--- config.mk ---
export PLATFORM = sky130hd
export DESIGN_NAME = serin_rx
export DESIGN_NICKNAME = d
export VERILOG_FILES = /design/src/rtl/serin_pkg.sv /design/src/rtl/serin_sync.sv /design/src/rtl/serin_frame.sv /design/src/rtl/serin_fifo.sv /design/src/rtl/serin_rx.sv
export SDC_FILE = /design/constraint.sdc
export NUM_CORES = 1
export LEC_CHECK = 0
export ABC_AREA = 1
export BUFFER_PORTS_ARGS = -buffer_cell sky130_fd_sc_hd__buf_2
export CORE_MARGIN = 1
export CORE_UTILIZATION = 35
export DETAILED_ROUTE_END_ITERATION = 7
export RECOVER_POWER = 25
export SLEW_MARGIN = 20
export SYNTH_ARGS = -nofsm -noshare
export SYNTH_HDL_FRONTEND = slang
export SYNTH_SLANG_ARGS = --single-unit
export TNS_END_PERCENT = 20
--- constraint.sdc ---
create_clock -name clk -period 2.67 [get_ports clk]
set_clock_uncertainty 0.15 [all_clocks]
set_input_delay 0.267 -clock clk [delete_from_list [all_inputs] [get_ports clk]]
set_output_delay 0.267 -clock clk [all_outputs]
set_load 0.02 [all_outputs]
--- src/rtl/serin_pkg.sv ---
package serin_pkg;

  typedef enum logic [3:0] {
    ST_IDLE  = 4'd0,
    ST_START = 4'd1,
    ST_DATA  = 4'd2,
    ST_STOP  = 4'd4,
    ST_WAIT  = 4'd7,
    ST_PCHK  = 4'd8,
    ST_PWAIT = 4'd9,
    ST_STORE = 4'd10
  } rx_state_e;

  typedef struct packed {
    logic [1:0] len;
    logic       par_en;
    logic       par_even;
    logic       msb_first;
  } rx_cfg_t;

  function automatic logic [3:0] data_bits(input logic [1:0] len);
    return 4'(len) + 4'd5;
  endfunction

  function automatic logic [7:0] len_mask(input logic [1:0] len);
    return 8'hFF >> (2'd3 - len);
  endfunction

  // LSb-first frames shift in from the top; MSb-first frames from the bottom.
  function automatic logic [7:0] align_word(input logic [7:0] sh, input logic [1:0] len,
                                            input logic msb_first);
    if (msb_first) return sh & len_mask(len);
    return sh >> (2'd3 - len);
  endfunction

  function automatic logic parity_ok(input logic [7:0] word, input logic pbit,
                                     input logic even);
    return ((^word) ^ pbit) != even;
  endfunction

endpackage

--- src/rtl/serin_sync.sv ---
module serin_sync #(
  parameter int STAGES = 2
) (
  input  logic clk,
  input  logic rst_n,
  input  logic d,
  output logic q
);
  logic [STAGES-1:0] chain;

  always_ff @(posedge clk or negedge rst_n) begin
    if (!rst_n) chain <= '1;
    else        chain <= {chain[STAGES-2:0], d};
  end

  assign q = chain[STAGES-1];
endmodule

--- src/rtl/serin_frame.sv ---
module serin_frame
  import serin_pkg::*;
#(
  parameter int OSR = 16
) (
  input  logic       clk,
  input  logic       rst_n,
  input  logic       tick,
  input  logic       line_mark,
  input  rx_cfg_t    cfg,
  output rx_state_e  state_o,
  output logic       push_o,
  output logic [7:0] word_o,
  output logic       par_err_o,
  output logic       line_err_o
);
  localparam int CW = $clog2(OSR);
  localparam logic [CW-1:0] LAST = CW'(OSR - 1);
  localparam logic [CW-1:0] MID  = CW'(OSR / 2 - 1);

  rx_state_e   st;
  logic [CW-1:0] tcnt;
  logic [3:0]  bcnt;
  logic [7:0]  shreg;
  logic [3:0]  nbits;
  logic        bit_end;

  assign nbits      = data_bits(cfg.len);
  assign bit_end    = tick && (tcnt == LAST);
  assign word_o     = align_word(shreg, cfg.len, cfg.msb_first);
  assign push_o     = (st == ST_STORE);
  assign par_err_o  = (st == ST_PCHK) && !parity_ok(word_o, line_mark, cfg.par_even);
  assign line_err_o = ((st == ST_STOP) || (st == ST_PWAIT)) && bit_end && !line_mark;
  assign state_o    = st;

  always_ff @(posedge clk or negedge rst_n) begin
    if (!rst_n) begin
      st    <= ST_IDLE;
      tcnt  <= '0;
      bcnt  <= '0;
      shreg <= '0;
    end else begin
      case (st)
        ST_IDLE: begin
          if (tick && !line_mark) begin
            st    <= ST_START;
            tcnt  <= '0;
            bcnt  <= '0;
            shreg <= '0;
          end
        end
        ST_START: begin
          if (tick) begin
            if (tcnt == MID) begin
              tcnt <= '0;
              st   <= line_mark ? ST_IDLE : ST_WAIT;
            end else begin
              tcnt <= tcnt + 1'b1;
            end
          end
        end
        ST_WAIT: begin
          if (tick) begin
            if (tcnt == LAST) begin
              tcnt <= '0;
              st   <= (bcnt == nbits) ? ST_PCHK : ST_DATA;
            end else begin
              tcnt <= tcnt + 1'b1;
            end
          end
        end
        ST_DATA: begin
          shreg <= cfg.msb_first ? {shreg[6:0], line_mark} : {line_mark, shreg[7:1]};
          bcnt  <= bcnt + 4'd1;
          if (bcnt + 4'd1 == nbits) st <= cfg.par_en ? ST_WAIT : ST_STOP;
          else                      st <= ST_WAIT;
        end
        ST_PCHK: st <= ST_PWAIT;
        ST_STOP, ST_PWAIT: begin
          if (tick) begin
            if (tcnt == LAST) begin
              tcnt <= '0;
              st   <= line_mark ? ST_STORE : ST_IDLE;
            end else begin
              tcnt <= tcnt + 1'b1;
            end
          end
        end
        ST_STORE: st <= ST_IDLE;
        default:  st <= ST_IDLE;
      endcase
    end
  end
endmodule

--- src/rtl/serin_fifo.sv ---
module serin_fifo #(
  parameter int DEPTH = 16,
  parameter int W     = 8
) (
  input  logic                       clk,
  input  logic                       rst_n,
  input  logic                       push,
  input  logic [W-1:0]               wdata,
  input  logic                       pop,
  output logic [W-1:0]               head,
  output logic                       full,
  output logic [$clog2(DEPTH+1)-1:0] count
);
  localparam int AW = $clog2(DEPTH);
  localparam int LW = $clog2(DEPTH + 1);
  localparam logic [AW-1:0] PTR_LAST = AW'(DEPTH - 1);

  logic [W-1:0]  mem [DEPTH];
  logic [AW-1:0] wptr, rptr;
  logic          do_push, do_pop;

  assign full    = (count == LW'(DEPTH));
  assign do_push = push && !full;
  assign do_pop  = pop && (count != '0);
  assign head    = (count == '0) ? '0 : mem[rptr];

  always_ff @(posedge clk) begin
    if (do_push) mem[wptr] <= wdata;
  end

  always_ff @(posedge clk or negedge rst_n) begin
    if (!rst_n) begin
      wptr  <= '0;
      rptr  <= '0;
      count <= '0;
    end else begin
      if (do_push) wptr <= (wptr == PTR_LAST) ? '0 : wptr + 1'b1;
      if (do_pop)  rptr <= (rptr == PTR_LAST) ? '0 : rptr + 1'b1;
      case ({do_push, do_pop})
        2'b10:   count <= count + 1'b1;
        2'b01:   count <= count - 1'b1;
        default: count <= count;
      endcase
    end
  end
endmodule

--- src/rtl/serin_rx.sv ---
module serin_rx
  import serin_pkg::*;
#(
  parameter int DEPTH       = 16,
  parameter int OSR         = 16,
  parameter int SYNC_STAGES = 2,
  parameter int LW          = $clog2(DEPTH + 1)
) (
  input  logic          clk,
  input  logic          rst_n,
  input  logic          sample_tick,
  input  logic          rx_line,
  input  logic [1:0]    cfg_len,
  input  logic          cfg_par_en,
  input  logic          cfg_par_even,
  input  logic          cfg_msb_first,
  input  logic          cfg_active_low,
  input  logic [2:0]    irq_en,
  input  logic          rd_pop,
  output logic [7:0]    rd_data,
  output logic          rx_not_empty,
  output logic [LW-1:0] rx_level,
  output logic [LW+7:0] rx_status,
  output logic          err_overflow,
  output logic          err_parity,
  output logic          err_line,
  output logic          irq_data,
  output logic          irq_err
);
  rx_cfg_t   cfg;
  rx_state_e st;
  logic       line_mark;
  logic       push_evt, par_evt, line_evt, fifo_full;
  logic [7:0] word;
  logic [3:0] st_code;

  assign cfg = '{len: cfg_len, par_en: cfg_par_en, par_even: cfg_par_even,
                 msb_first: cfg_msb_first};

  serin_sync #(.STAGES(SYNC_STAGES)) u_sync (
    .clk(clk), .rst_n(rst_n), .d(rx_line ^ cfg_active_low), .q(line_mark)
  );

  serin_frame #(.OSR(OSR)) u_frame (
    .clk(clk), .rst_n(rst_n), .tick(sample_tick), .line_mark(line_mark), .cfg(cfg),
    .state_o(st), .push_o(push_evt), .word_o(word), .par_err_o(par_evt),
    .line_err_o(line_evt)
  );

  serin_fifo #(.DEPTH(DEPTH), .W(8)) u_fifo (
    .clk(clk), .rst_n(rst_n), .push(push_evt), .wdata(word), .pop(rd_pop),
    .head(rd_data), .full(fifo_full), .count(rx_level)
  );

  always_ff @(posedge clk or negedge rst_n) begin
    if (!rst_n) begin
      err_overflow <= 1'b0;
      err_parity   <= 1'b0;
      err_line     <= 1'b0;
    end else begin
      if (push_evt && fifo_full) err_overflow <= 1'b1;
      if (par_evt)               err_parity   <= 1'b1;
      if (line_evt)              err_line     <= 1'b1;
    end
  end

  assign st_code      = 4'(st);
  assign rx_not_empty = (rx_level != '0);
  assign rx_status    = {rx_level, 4'b0000, st_code};
  assign irq_data     = irq_en[0] && rx_not_empty;
  assign irq_err      = irq_en[2] && (err_overflow || err_parity || err_line);
endmodule

# == After elaboration in Yosys (flattened, before gate mapping) ==
# Memories as Yosys holds them, arrays and structs flattened.
# Index checks and enable logic that the tools add are counted.
# word_totals
regBits,38
inputBits,14
ramBits,128
n_memories,1
wordCells,110
output_inout_bits,32
# memory_table
name,depth,word_bits,rd,rd_ports_with_merged_regs,write_ports,line_no,source
u_fifo.mem,16,8,1,0,1,serin_fifo.sv:18,logic [W-1:0] mem [DEPTH];
# op_classes
reduce_logical,28
mux,32
addsub,8
n_shift,2
n_eq_ne,25
bitwise,3
# op_table
operator,count
$mux 4,17
$mux 8,5
$eq 4x4->1 const B,6
$pmux 4 s6,1
$add 4x1->4 const B,4
$pmux 8 s2,1
$eq 4x3->1 const B,3
$pmux 4 s3,1
$logic_and 1x1->1,10
$ne 2x1->1 const B,5
$pmux 5 s2,1
$and 8x8->8,1
$eq 4x4->1,2
$pmux 4 s2,1
$reduce_xor 8->1,1
$shr 8x2->8,1
$shr 8x2->8 const A,1
$reduce_and 7->1,1
$ne 2x2->1 const B,3
$add 5x1->5 const B,1
$eq 5x5->1 const B,1
$logic_not 5->1,1
$reduce_bool 5->1,1
$sub 5x1->5 const B,1
other kinds (20),28

# == Logic depth before layout (Yosys ltp) ==
# Gate-level depths: netlist of run 1.
# depth
word_depth,10
mapped_depth,14
mapped_depth_nobuf,14

# == Cells and area by module ==
# From an unflattened synthesis of run 1, not the netlist that was laid out.
# unflattened
hier_cells,930
area_unflattened_um2,8401.8
# modules_own_cells
mod,area_per_inst_um2,instances,cells_each
serin_fifo,6358.6,1,631
serin_frame,1779.2,1,271
serin_rx,211.5,1,26
serin_sync,52.6,1,2

# == Least setup slack after synthesis of run 1 ==
# Ideal clock, no wire load.
# synth_path
kind,flip-flop to flip-flop
from,reg u_fifo.count[0]
to,reg u_fifo.count[4]
t_arrival_ns,2.713
setup_time_ns,0.135
path_buffers,0
synth_period_minus_slack_ns,2.998
stages_incl_launch_ff,15
t_required_ns,2.385
path_slack_ns,-0.328
cell_sequence,dfrtp_1 nor4_2 inv_1 nor2_4 inv_2 nand2_2 inv_2 ha_1 fa_1 a21o_1 a21oi_1 inv_1 a21oi_1 o21ai_0 xnor2_1
# synth_rtl
element,line_no,source
"start, declared",serin_fifo.sv:12,output logic [$clog2(DEPTH+1)-1:0] count
"start signal, assigned",serin_fifo.sv:40,2'b10: count <= count + 1'b1;
"start signal, assigned",serin_fifo.sv:41,2'b01: count <= count - 1'b1;
"start signal, assigned",serin_fifo.sv:42,default: count <= count;
$reduce_bool 5->1 *,n/a,
net rx_not_empty,serin_rx.sv:21,"output logic rx_not_empty,"
$logic_and 1x1->1 *,serin_fifo.sv:24,assign do_pop = pop && (count != '0);
net u_fifo.do_pop,serin_fifo.sv:20,"logic do_push, do_pop;"
$eq 2x1->1 / $eq 2x2->1 (equally long branches),serin_fifo.sv:39,"case ({do_push, do_pop})"
$pmux 5 s2 / $reduce_bool 2->1 (equally long branches),n/a,
# Mark *: on every way through the listed nets, which the timed path passes. The rest lies on a longest branch.
# A chain may end at the register's enable or synchronous reset.

# == Worst setup path in the final report of run 1 ==
# layout_path
from,reg u_fifo.rptr[2]
to,out rd_data[1]
# layout_between
elab_chain_cells,2
# layout_lines
element,line_no,source
"start, declared",serin_fifo.sv:19,"logic [AW-1:0] wptr, rptr;"
"start signal, assigned",serin_fifo.sv:38,if (do_pop) rptr <= (rptr == PTR_LAST) ? '0 : rptr + 1'b1;
$mem_v2 16x8,n/a,
$mux 8,serin_fifo.sv:25,assign head = (count == '0) ? '0 : mem[rptr];
"end, declared",serin_rx.sv:20,"output logic [7:0] rd_data,"
# No other way between the ends.

==> out/metrics.yaml, run 1 <==
reg2reg_depth: 14
globalRouteOverflowTotal: 0
fin_util_pct: 42.1
synthCells: 747
grt_setup_unrepaired: "true"
status: "finished, final reports clean"
worstSetupEndpoint: "rd_data[1]"
vias: 5569
gp_congestion: 0.799
detail_route.first_pass.iterations: 5
fin_crit_ns: 2.57
max_slew.worst_pin.slew_ns: 0.969
drt-total-wl_um: 17100
mostFrequentLayoutCells: "edfxtp_1, nor2_1, nand2_1"
leakagePower_nw: 3.56
viasPerCell: 5.00
wire_per_inst_um: 15.4
reg2reg_from: "u_fifo.count[1]"
drt_iter0_drc: 370
area.growth.synth_to_final_pct: 18.2
synth_cell_types: 42
route.detailed.drc: 0
final-max-slew-violation-count: 0
grt_start_max_net_pins: 49
synth-seq-cells: 166
r2r_setup_slack_ns: 0.10
crit_fanout: 10
antennaDiodeCount: 0
final_common_cell: "edfxtp_1"
cts_max_level: 4
r2r-end: "u_fifo.count[4]"
worstPathRequired_ns: 2.25
final_cell_area_mm2: 0.00916
fp.dieArea_mm2: 0.0227
chipHeight_um: 151
max_slew_margin_pct: 35.4
finalPower_w: 0.00980
cts_max_path_buffers: 2
power_per_cell_area_mw_per_mm2: 1070
cts_tree: "yes"
grt_pass1_vias: 5430
rows: 54
ys_warn_count: 0
min_path_type: "input pin to flop"
clock-root-buffer: "clkbuf_16"
hold_viol_final: 0
startpoint: "u_fifo.rptr[2]"
drive_above_1_share_pct: 18.6
yosysSeqAreaShare_pct: 61.9
ir_drop_uv: 578
cts_buffers: 17
drv_cap: 0
setup_viol: 0
final_nets: 848
grt_use_total_pct: 16.2
postSynthAreaPerCell_um2: 10.4
cts_sinks: 166
grt_pass1_wl_um: 28000
finalSetupTns_ns: 0
clk_pin_slew_ns: 0.07
die_w_um: 151
cp-start-kind: "flop"
crit_path_end_kind: "primary output"
antenna_found_initial: 0
min-delay-start: "sample_tick"
hpwlAfterDp_um: 11600
netlist_area_mm2: 0.00775
cp.arrival_ns: 2.15
design.core.area_mm2: 0.0218
finalCritPeriodShare_pct: 96.1
initial_utilization_pct: 35.6
insertion_delay_ns: 0.44
ant_nets: 0
crit_type: "flop to primary output"
fmax_ghz: 0.390
port_buffers: 40
io_pins: 46
place_area_mm2: 0.00848
==> what timing repair did <==
item                                    4_1_cts  5_1_grt
hold buffers                                  3        0
gates resized for setup                       2        8
pin swaps                                     0        1
endpoints found under the hold margin        37        0
endpoints found under the setup margin        4        7
buffers inserted                              0        1
==> through the flow <==
step	hold WS, ns	cells	worst slack (ns)
4_1_cts	0.0170	1112	0.0474
3_5_place_dp	0.198	1077	0.0715
2_1_floorplan	-0.179	750	-0.0889
5_1_grt	0.0684	1113	-0.0672
3_3_place_gp	0.196	1077	0.0879
6_report	0.0250	1113	0.103
==> cell families (layout without fill, tap and decap cells) <==
family          after synthesis  after routing  share of synthesized area [%]
compound gates              166            166                           12.3
flops                       166            166                           61.9
fa+ha+maj                    14             14                           2.36
other cells                   1              4                         0.0484
simple gates                291            291                           16.7
buf+inv                     100            183                           5.65
xor+xnor                      9              9                           1.02
==> sequential cells by signal (all words and copies together), names as in the netlist, 2 cells and up <==
register / flops
u_frame.shreg: 8
u_fifo.wptr: 4
u_sync.chain: 2
u_fifo.mem: 128
u_frame.bcnt: 4
u_fifo.rptr: 4
u_frame.state_o: 4
u_fifo.count: 5
u_frame.tcnt: 4
==> worst min path at each step <==
stage / end / slack, ns / depth (start not counted)
detailed placement: u_sync.chain[1] / 0.20 / 0
global placement: u_sync.chain[1] / 0.20 / 0
global route: err_line / 0.07 / 3
CTS: err_line / 0.02 / 3
floorplan: err_line / -0.18 / 0
finish: err_line / 0.02 / 3
==> layer usage <==
metal / vias up / global-route usage, % / wire length [um]
li1: 2753 / - / -
met1: 2709 / 21.7 / 8260
met2: 96 / 26.5 / 8180
met3: 11 / 3.04 / 562
met4: 0 / 5.00 / 133
met5: - / 0 / 0
==> report_power, final <==
part           internal (W)  total (W)  leakage, nW  switching (W)
sequential          0.00317    0.00339         1.65       0.000221
clock               0.00136    0.00254        0.303        0.00118
combinational       0.00133    0.00386         1.61        0.00253
==> worst max-delay path, stage by stage, from the launching register on <==
cell and delay (ns):
dfrtp_1 0.36, clkinv_1 0.35, buf_4 0.33, o221ai_1 0.10
nand3_1 0.12, a21oi_1 0.24, buf_2 0.21
==> cell type report <==
cell class / instances / area, um2
repair buffers: 87 / 579
inverters: 64 / 249
fillers: 2104 / 12600
multi-input cells: 484 / 2550
clock inverters: 15 / 204
clock buffers: 17 / 425
flip-flops and latches: 166 / 4800
well taps: 280 / 350
==> cells in the mapped netlist (all sizes together) <==
cell type,number,area [um2]
a211oi,1,7.51
edfxtp,128,3840
o21ai,100,500
nand2,109,434
buf,18,126
nor3,9,50.1
xor2,5,43.8
a21boi,2,15.0
dfrtp,36,901
nand3,48,283
nor4,1,12.5
o221ai,20,175
clkbuf,18,67.6
fa,1,20.0
ha,13,163
a21o,2,15.0
clkinv,3,12.5
a31oi,3,18.8
nand4,3,18.8
o22ai,17,106
nor2,118,478
conb,1,3.75
xnor2,4,35.0
a21oi,17,85.1
o31ai,1,7.51
dfstp,2,52.6
or2,2,12.5
nor3b,1,7.51
inv,61,231
o21a,3,22.5
Note: power is estimated with default switching activity, not from simulation.
==> inputs of run 2 (changes only) <==
--- a/config.mk
+++ b/config.mk
@@ -7,9 +7,10 @@
 export LEC_CHECK = 0
 export ABC_AREA = 1
 export BUFFER_PORTS_ARGS = -buffer_cell sky130_fd_sc_hd__buf_2
-export CORE_MARGIN = 1
-export CORE_UTILIZATION = 35
+export CORE_MARGIN = 5
+export CORE_UTILIZATION = 50
 export DETAILED_ROUTE_END_ITERATION = 7
+export PLACE_DENSITY = 0.7
 export RECOVER_POWER = 25
 export SLEW_MARGIN = 20
 export SYNTH_ARGS = -nofsm -noshare
==> run 2 against run 1 <==
- first-iteration DRC count up 43%
- setup slack got worse by 0.087 ns
- sequential share of layout area increased by 0.99 points
- global-route usage up 3.9 points
- cell count fell by 8.7%
- via count increased by 4.3%
- non-clock buffer count is 5 lower
- critical path type is now flop to flop
==> out/metrics.yaml, run 2 (same netlist as run 1, synthesis figures left out) <==
dp.cells: 978  # was 1,077
fillers: 1217  # was 2,104
final-max-slew-violation-count: 0  # unchanged
cts_tree: "yes"  # unchanged
grt_start_max_net_pins: 67  # was 49
max_slew.worst_pin.slew_ns: 0.864  # was 0.969 ns
clock-root-buffer: "clkbuf_16"  # unchanged
status: "finished, final reports clean"  # unchanged
drv_cap: 0  # unchanged
r2r-end: "u_fifo.count[4]"  # unchanged
cp.arrival_ns: 2.80  # was 2.15 ns
reg2reg_depth: 14  # unchanged
area.growth.synth_to_final_pct: 16.0  # was 18.2%
ir_drop_uv: 916  # was 578 uV
min-delay-start: "sample_tick"  # unchanged
gp_congestion: 0.930  # was 0.799
r2r_setup_slack_ns: 0.02  # was 0.10 ns
path_cells: "nor4_4 > inv_2 > nor2_4 > inv_4 > nand2_4 > inv_4 > ha_4 > fa_2 > a21o_1 > a21oi_2 > inv_1 > a21oi_2 > o21ai_1 > xnor2_1"  # was clkinv_1 > buf_4 > o221ai_1 > nand3_1 > a21oi_1 > buf_2
grt_pass1_vias: 5784  # was 5,430
regMostFlops: "u_fifo.mem"  # unchanged
cts_buffers: 17  # unchanged
die_w_um: 135  # was 151 um
wire_per_inst_um: 17.2  # was 15.4 um
final_nets: 843  # was 848
drt-total-wl_um: 17400  # was 17,100 um
ant_nets: 0  # unchanged
cts_max_level: 4  # unchanged
fin_crit_ns: 2.65  # was 2.57 ns
leakagePower_nw: 3.52  # was 3.56 nW
finalSetupTns_ns: 0  # unchanged
min_path_type: "input pin to flop"  # unchanged
cts_sinks: 166  # unchanged
p_clk_share_pct: 25.4  # was 25.9%
design.core.area_mm2: 0.0152  # was 0.0218 mm2
initial_utilization_pct: 51.0  # was 35.6%
io_pins: 46  # unchanged
reg2reg_from: "u_fifo.count[1]"  # unchanged
seqPwrFrac_pct: 34.9  # was 34.6%
grt_use_total_pct: 20.1  # was 16.2%
route.detailed.drc: 0  # unchanged
crit_type: "flop to flop"  # was flop to primary output
drt_iter0_drc: 528  # was 370
detail_route.first_pass.iterations: 5  # unchanged
slowest_stage: "dfrtp_2"  # was dfrtp_1
place_area_mm2: 0.00831  # was 0.00848 mm2
hold_depth: 3  # unchanged
viasPerCell: 5.72  # was 5.00
final_cell_area_mm2: 0.00899  # was 0.00916 mm2
grt_pass1_wl_um: 28900  # was 28,000 um
comb_power_share_pct: 39.8  # was 39.4%
worstPathRequired_ns: 2.81  # was 2.25 ns
hold_viol_final: 0  # unchanged
globalRouteOverflowTotal: 0  # unchanged
p_sw_w: 0.00381  # was 0.00393 W
port_buffers: 40  # unchanged
setup_viol: 0  # unchanged
largestRegisters: "u_fifo.mem x128, u_frame.shreg x8, u_fifo.count x5"  # unchanged
cts_max_path_buffers: 2  # unchanged
fin_util_pct: 59.1  # was 42.1%
fp.dieArea_mm2: 0.0181  # was 0.0227 mm2
chipHeight_um: 135  # was 151 um
final_common_cell: "edfxtp_1"  # unchanged
largest_reg_flops: 128  # unchanged
stdcell_count: 1016  # was 1,113
cp-start-kind: "flop"  # unchanged
insertion_delay_ns: 0.42  # was 0.44 ns
hold_ws_ns: 0.0405  # was 0.0250 ns
max_slew_margin_pct: 42.4  # was 35.4%
hpwlAfterDp_um: 11700  # was 11,600 um
clk_pin_slew_ns: 0.06  # was 0.07 ns
rows: 45  # was 54
cpLargestDelayFamily: "adder cells"  # was buffers and inverters
crit_fanout: 5  # was 10
internal_power_w: 0.00596  # was 0.00587 W
antenna_found_initial: 0  # unchanged
path_buf_inv: 4  # was 3
slowest_delay_ns: 0.42  # was 0.36 ns
antennaDiodeCount: 0  # unchanged
fmax_ghz: 0.377  # was 0.390 GHz
grt_setup_unrepaired: "true"  # unchanged
drive_above_1_share_pct: 18.1  # was 18.6%
swShare_pct: 39.0  # was 40.1%
power_per_cell_area_mw_per_mm2: 1090  # was 1070 mW/mm2
finalCritPeriodShare_pct: 99.4  # was 96.1%
mostFrequentLayoutCells: "edfxtp_1, nor2_1, nand2_1"  # unchanged
vias: 5807  # was 5,569
crit_path_end_kind: "flop"  # was primary output
hold-path-endpoint: "err_line"  # unchanged
-- run 2: how the worst max path moves through the flow --
stage                         start         endpoint  slack (ns)  cells after the start
CTS                 u_fifo.count[0]  u_fifo.count[4]      -0.003                     14
detailed placement  u_fifo.count[3]  u_fifo.count[4]       -0.02                     14
global route        u_fifo.count[1]  u_fifo.count[4]       -0.13                     14
finish              u_fifo.count[1]  u_fifo.count[4]        0.02                     14
global placement    u_fifo.count[3]  u_fifo.count[4]        0.09                     14
floorplan           u_fifo.count[1]  u_fifo.count[4]       -0.09                     14
-- run 2: metal layers --
metal	routed length, um	share of wire (%)	global-route usage (%)
met1	7660	44	26.5
met2	8640	50	33.9
met3	880	5.0	4.28
met4	253	1.5	6.05
met5	0	0	0
-- run 2: repair_timing --
item | in CTS | in global routing
endpoints found under the hold margin | 37 | 0
setup endpoints to repair | 1 | 6
resized for setup | 2 | 10
hold buffers | 3 | 0
pin swaps | 5 | 4
setup buffers | 3 | 0
-- run 2: layout make-up --
class	instances	area [um2]	share of cell area, %
Multi-Input combinational cell	484	2570	28.6
Clock inverter	15	173	1.92
Clock buffer	17	425	4.73
Inverter	64	253	2.81
Timing Repair Buffer	82	528	5.87
Tap cell	188	235	2.62
Sequential cell	166	4800	53.4
-- run 2: tightest hold or removal path: stages --
cell and delay [ns]:
buf_2 0.12, nand3_1 0.09, o21ai_0 0.09
-- run 2: power by group through the flow --
stage / clock (W) / sequential (W) / combinational, W
finish: 0.00248 / 0.00341 / 0.00388
global route: 0.00263 / 0.00344 / 0.00432
CTS: 0.00251 / 0.00340 / 0.00381
detailed placement: 0 / 0.00346 / 0.00375
global placement: 0 / 0.00344 / 0.00361
floorplan: 0 / 0.00351 / 0.00257
-- run 2: per-stage QoR --
| step | setup slack (ns) | power, W |
|---|---|---|
| after floorplan | -0.0889 | 0.00608 |
| after global placement | 0.0905 | 0.00705 |
| after detailed placement | -0.0187 | 0.00720 |
| after CTS | -0.00288 | 0.00973 |
| after global routing | -0.131 | 0.0104 |
| final | 0.0160 | 0.00977 |
==> inputs of run 3 (changes only) <==
--- a/config.mk
+++ b/config.mk
@@ -10,6 +10,7 @@
 export CORE_MARGIN = 5
 export CORE_UTILIZATION = 50
 export DETAILED_ROUTE_END_ITERATION = 7
+export HOLD_SLACK_MARGIN = 0.06
 export PLACE_DENSITY = 0.7
 export RECOVER_POWER = 25
 export SLEW_MARGIN = 20
==> run 3 against run 2 <==
- non-clock buffer count is 1 higher
- die area stayed put
- register-to-register slack better by 0.02 ns
- core utilization is 0.066 points higher
- final area is 0.11% higher
- sequential power hardly changed
- via count is 0.59% lower
- critical endpoint unchanged
- flip-flop and latch count stayed put
- clock power hardly changed
==> out/metrics.yaml, run 3 (same netlist as run 1, synthesis figures left out) <==
finalPower_w: 0.00977  # about the same
worstSetupEndpoint: "u_fifo.count[4]"  # unchanged
rows: 45  # unchanged
final_cell_area_mm2: 0.00900  # was 0.00899 mm2
antenna_found_initial: 0  # unchanged
max_slew.worst_pin.slew_ns: 0.863  # was 0.864 ns
io_pins: 46  # unchanged
drv_cap: 0  # unchanged
grt_pass1_vias: 5791  # was 5,784
drt_iter0_drc: 536  # was 528
cts_max_path_buffers: 2  # unchanged
grt_setup_unrepaired: "true"  # unchanged
leakagePower_nw: 3.52  # about the same
cts_tree: "yes"  # unchanged
grt_use_total_pct: 20.1  # unchanged
gp_congestion: 0.930  # unchanged
place_area_mm2: 0.00831  # unchanged
reg2reg_depth: 14  # unchanged
largest_reg_flops: 128  # unchanged
hold_viol_final: 0  # unchanged
power_per_cell_area_mw_per_mm2: 1090  # about the same
startpoint: "u_fifo.count[1]"  # unchanged
design.core.area_mm2: 0.0152  # unchanged
initial_utilization_pct: 51.0  # unchanged
cts_sinks: 166  # unchanged
port_buffers: 40  # unchanged
chipHeight_um: 135  # unchanged
globalRouteOverflowTotal: 0  # unchanged
ant_nets: 0  # unchanged
worstPathRequired_ns: 2.82  # was 2.81 ns
final-max-slew-violation-count: 0  # unchanged
detail_route.first_pass.iterations: 6  # was 5
drive_above_1_share_pct: 18.1  # about the same
ir_drop_uv: 916  # about the same
stdcell_count: 1017  # was 1,016
cp.arrival_ns: 2.78  # was 2.80 ns
largestRegisters: "u_fifo.mem x128, u_frame.shreg x8, u_fifo.count x5"  # unchanged
insertion_delay_ns: 0.42  # about the same
grt_pass1_wl_um: 28900  # unchanged
crit_path_end_kind: "flop"  # unchanged
dpl_worst_slack_ns: -0.0187  # unchanged
cp-start-kind: "flop"  # unchanged
clock-root-buffer: "clkbuf_16"  # unchanged
cts_buffers: 17  # unchanged
clk_pin_slew_ns: 0.06  # about the same
max_slew_margin_pct: 42.5  # was 42.4%
regMostFlops: "u_fifo.mem"  # unchanged
status: "finished, final reports clean"  # unchanged
min_path_type: "input pin to flop"  # unchanged
dp.cells: 978  # unchanged
reg2reg_from: "u_fifo.count[1]"  # unchanged
viasPerCell: 5.68  # was 5.72
finalCritPeriodShare_pct: 98.7  # was 99.4%
antennaDiodeCount: 0  # unchanged
setup_viol: 0  # unchanged
r2r_setup_slack_ns: 0.03  # was 0.02 ns
die_w_um: 135  # unchanged
fin_ws_ns: 0.0342  # was 0.0160 ns
crit_type: "flop to flop"  # unchanged
fin_crit_ns: 2.64  # was 2.65 ns
mostFrequentLayoutCells: "edfxtp_1, nor2_1, nand2_1"  # unchanged
hpwlAfterDp_um: 11700  # unchanged
hold_ws_ns: 0.124  # was 0.0405 ns
crit_fanout: 5  # unchanged
cts_max_level: 4  # unchanged
vias: 5773  # was 5,807
route.detailed.drc: 0  # unchanged
final_common_cell: "edfxtp_1"  # unchanged
grt_start_max_net_pins: 67  # unchanged
fp.dieArea_mm2: 0.0181  # unchanged
fmax_ghz: 0.379  # was 0.377 GHz
final_nets: 844  # was 843
wire_per_inst_um: 17.1  # was 17.2 um
r2r-end: "u_fifo.count[4]"  # unchanged
area.growth.synth_to_final_pct: 16.1  # was 16.0%
drt-total-wl_um: 17400  # about the same
## run 3: cell types whose count changed in the layout (fill, tap and decap cells not counted)
cell	before	now
dlygate4sd3_1	3	4
## run 3: worst min path at each step
| stage | startpoint | end | slack [ns] | cells past startpoint |
|---|---|---|---|---|
| 2_1_floorplan | rst_n | err_line | -0.18 | 0 |
| 3_3_place_gp | u_sync.chain[0] | u_sync.chain[1] | 0.20 | 0 |
| 3_5_place_dp | u_sync.chain[0] | u_sync.chain[1] | 0.20 | 0 |
| 4_1_cts | rd_pop | u_fifo.rptr[3] | 0.12 | 4 |
| 5_1_grt | rd_pop | u_fifo.rptr[3] | 0.14 | 4 |
| 6_report | rd_pop | u_fifo.rptr[3] | 0.12 | 4 |
## run 3: critical path: stages (launching register included)
cell and delay (ns):
dfrtp_2 0.42, nor4_4 0.31, inv_2 0.07, nor2_4 0.13, inv_4 0.05, nand2_4 0.07, inv_4 0.04, ha_4 0.18
fa_2 0.35, a21o_1 0.19, a21oi_2 0.12, inv_1 0.08, a21oi_2 0.12, o21ai_1 0.09, xnor2_1 0.13
## run 3: layer usage
layer	vias to the layer above	global-route usage (%)	wire, um
met5	-	0	0
met4	0	6.05	213
met3	23	4.28	978
met2	201	33.9	8710
met1	2807	26.5	7530
li1	2742	-	-
## run 3: final cells by class
cell class	instances	area, um2
multi-input combinational	484	2570
timing repair buffer	83	538
clock inverter	15	173
fill	1216	6200
clock buffer	17	425
tap	188	235
inverter	64	253
sequential	166	4800
## run 3: repair_timing
item | in CTS | in global routing
setup buffers | 3 | 0
setup endpoints to repair | 1 | 6
pin swaps | 5 | 4
gates resized for setup | 2 | 10
hold buffers | 4 | 0
endpoints found under the hold margin | 38 | 0
## run 3: power breakdown
part           switching (W)  internal, W  leakage (nW)
clock network        0.00100      0.00147         0.294
registers           0.000233      0.00318          1.65
logic                0.00257      0.00131          1.58
total                0.00381      0.00596          3.52
## run 3: per-stage QoR
stage	utilization (%)	setup TNS [ns]
final	59.2	0
after global routing	59.2	-0.296
after CTS	59.1	-0.00288
after detailed placement	54.7	-0.0187
after global placement	54.7	0
after floorplan	-	-0.0889
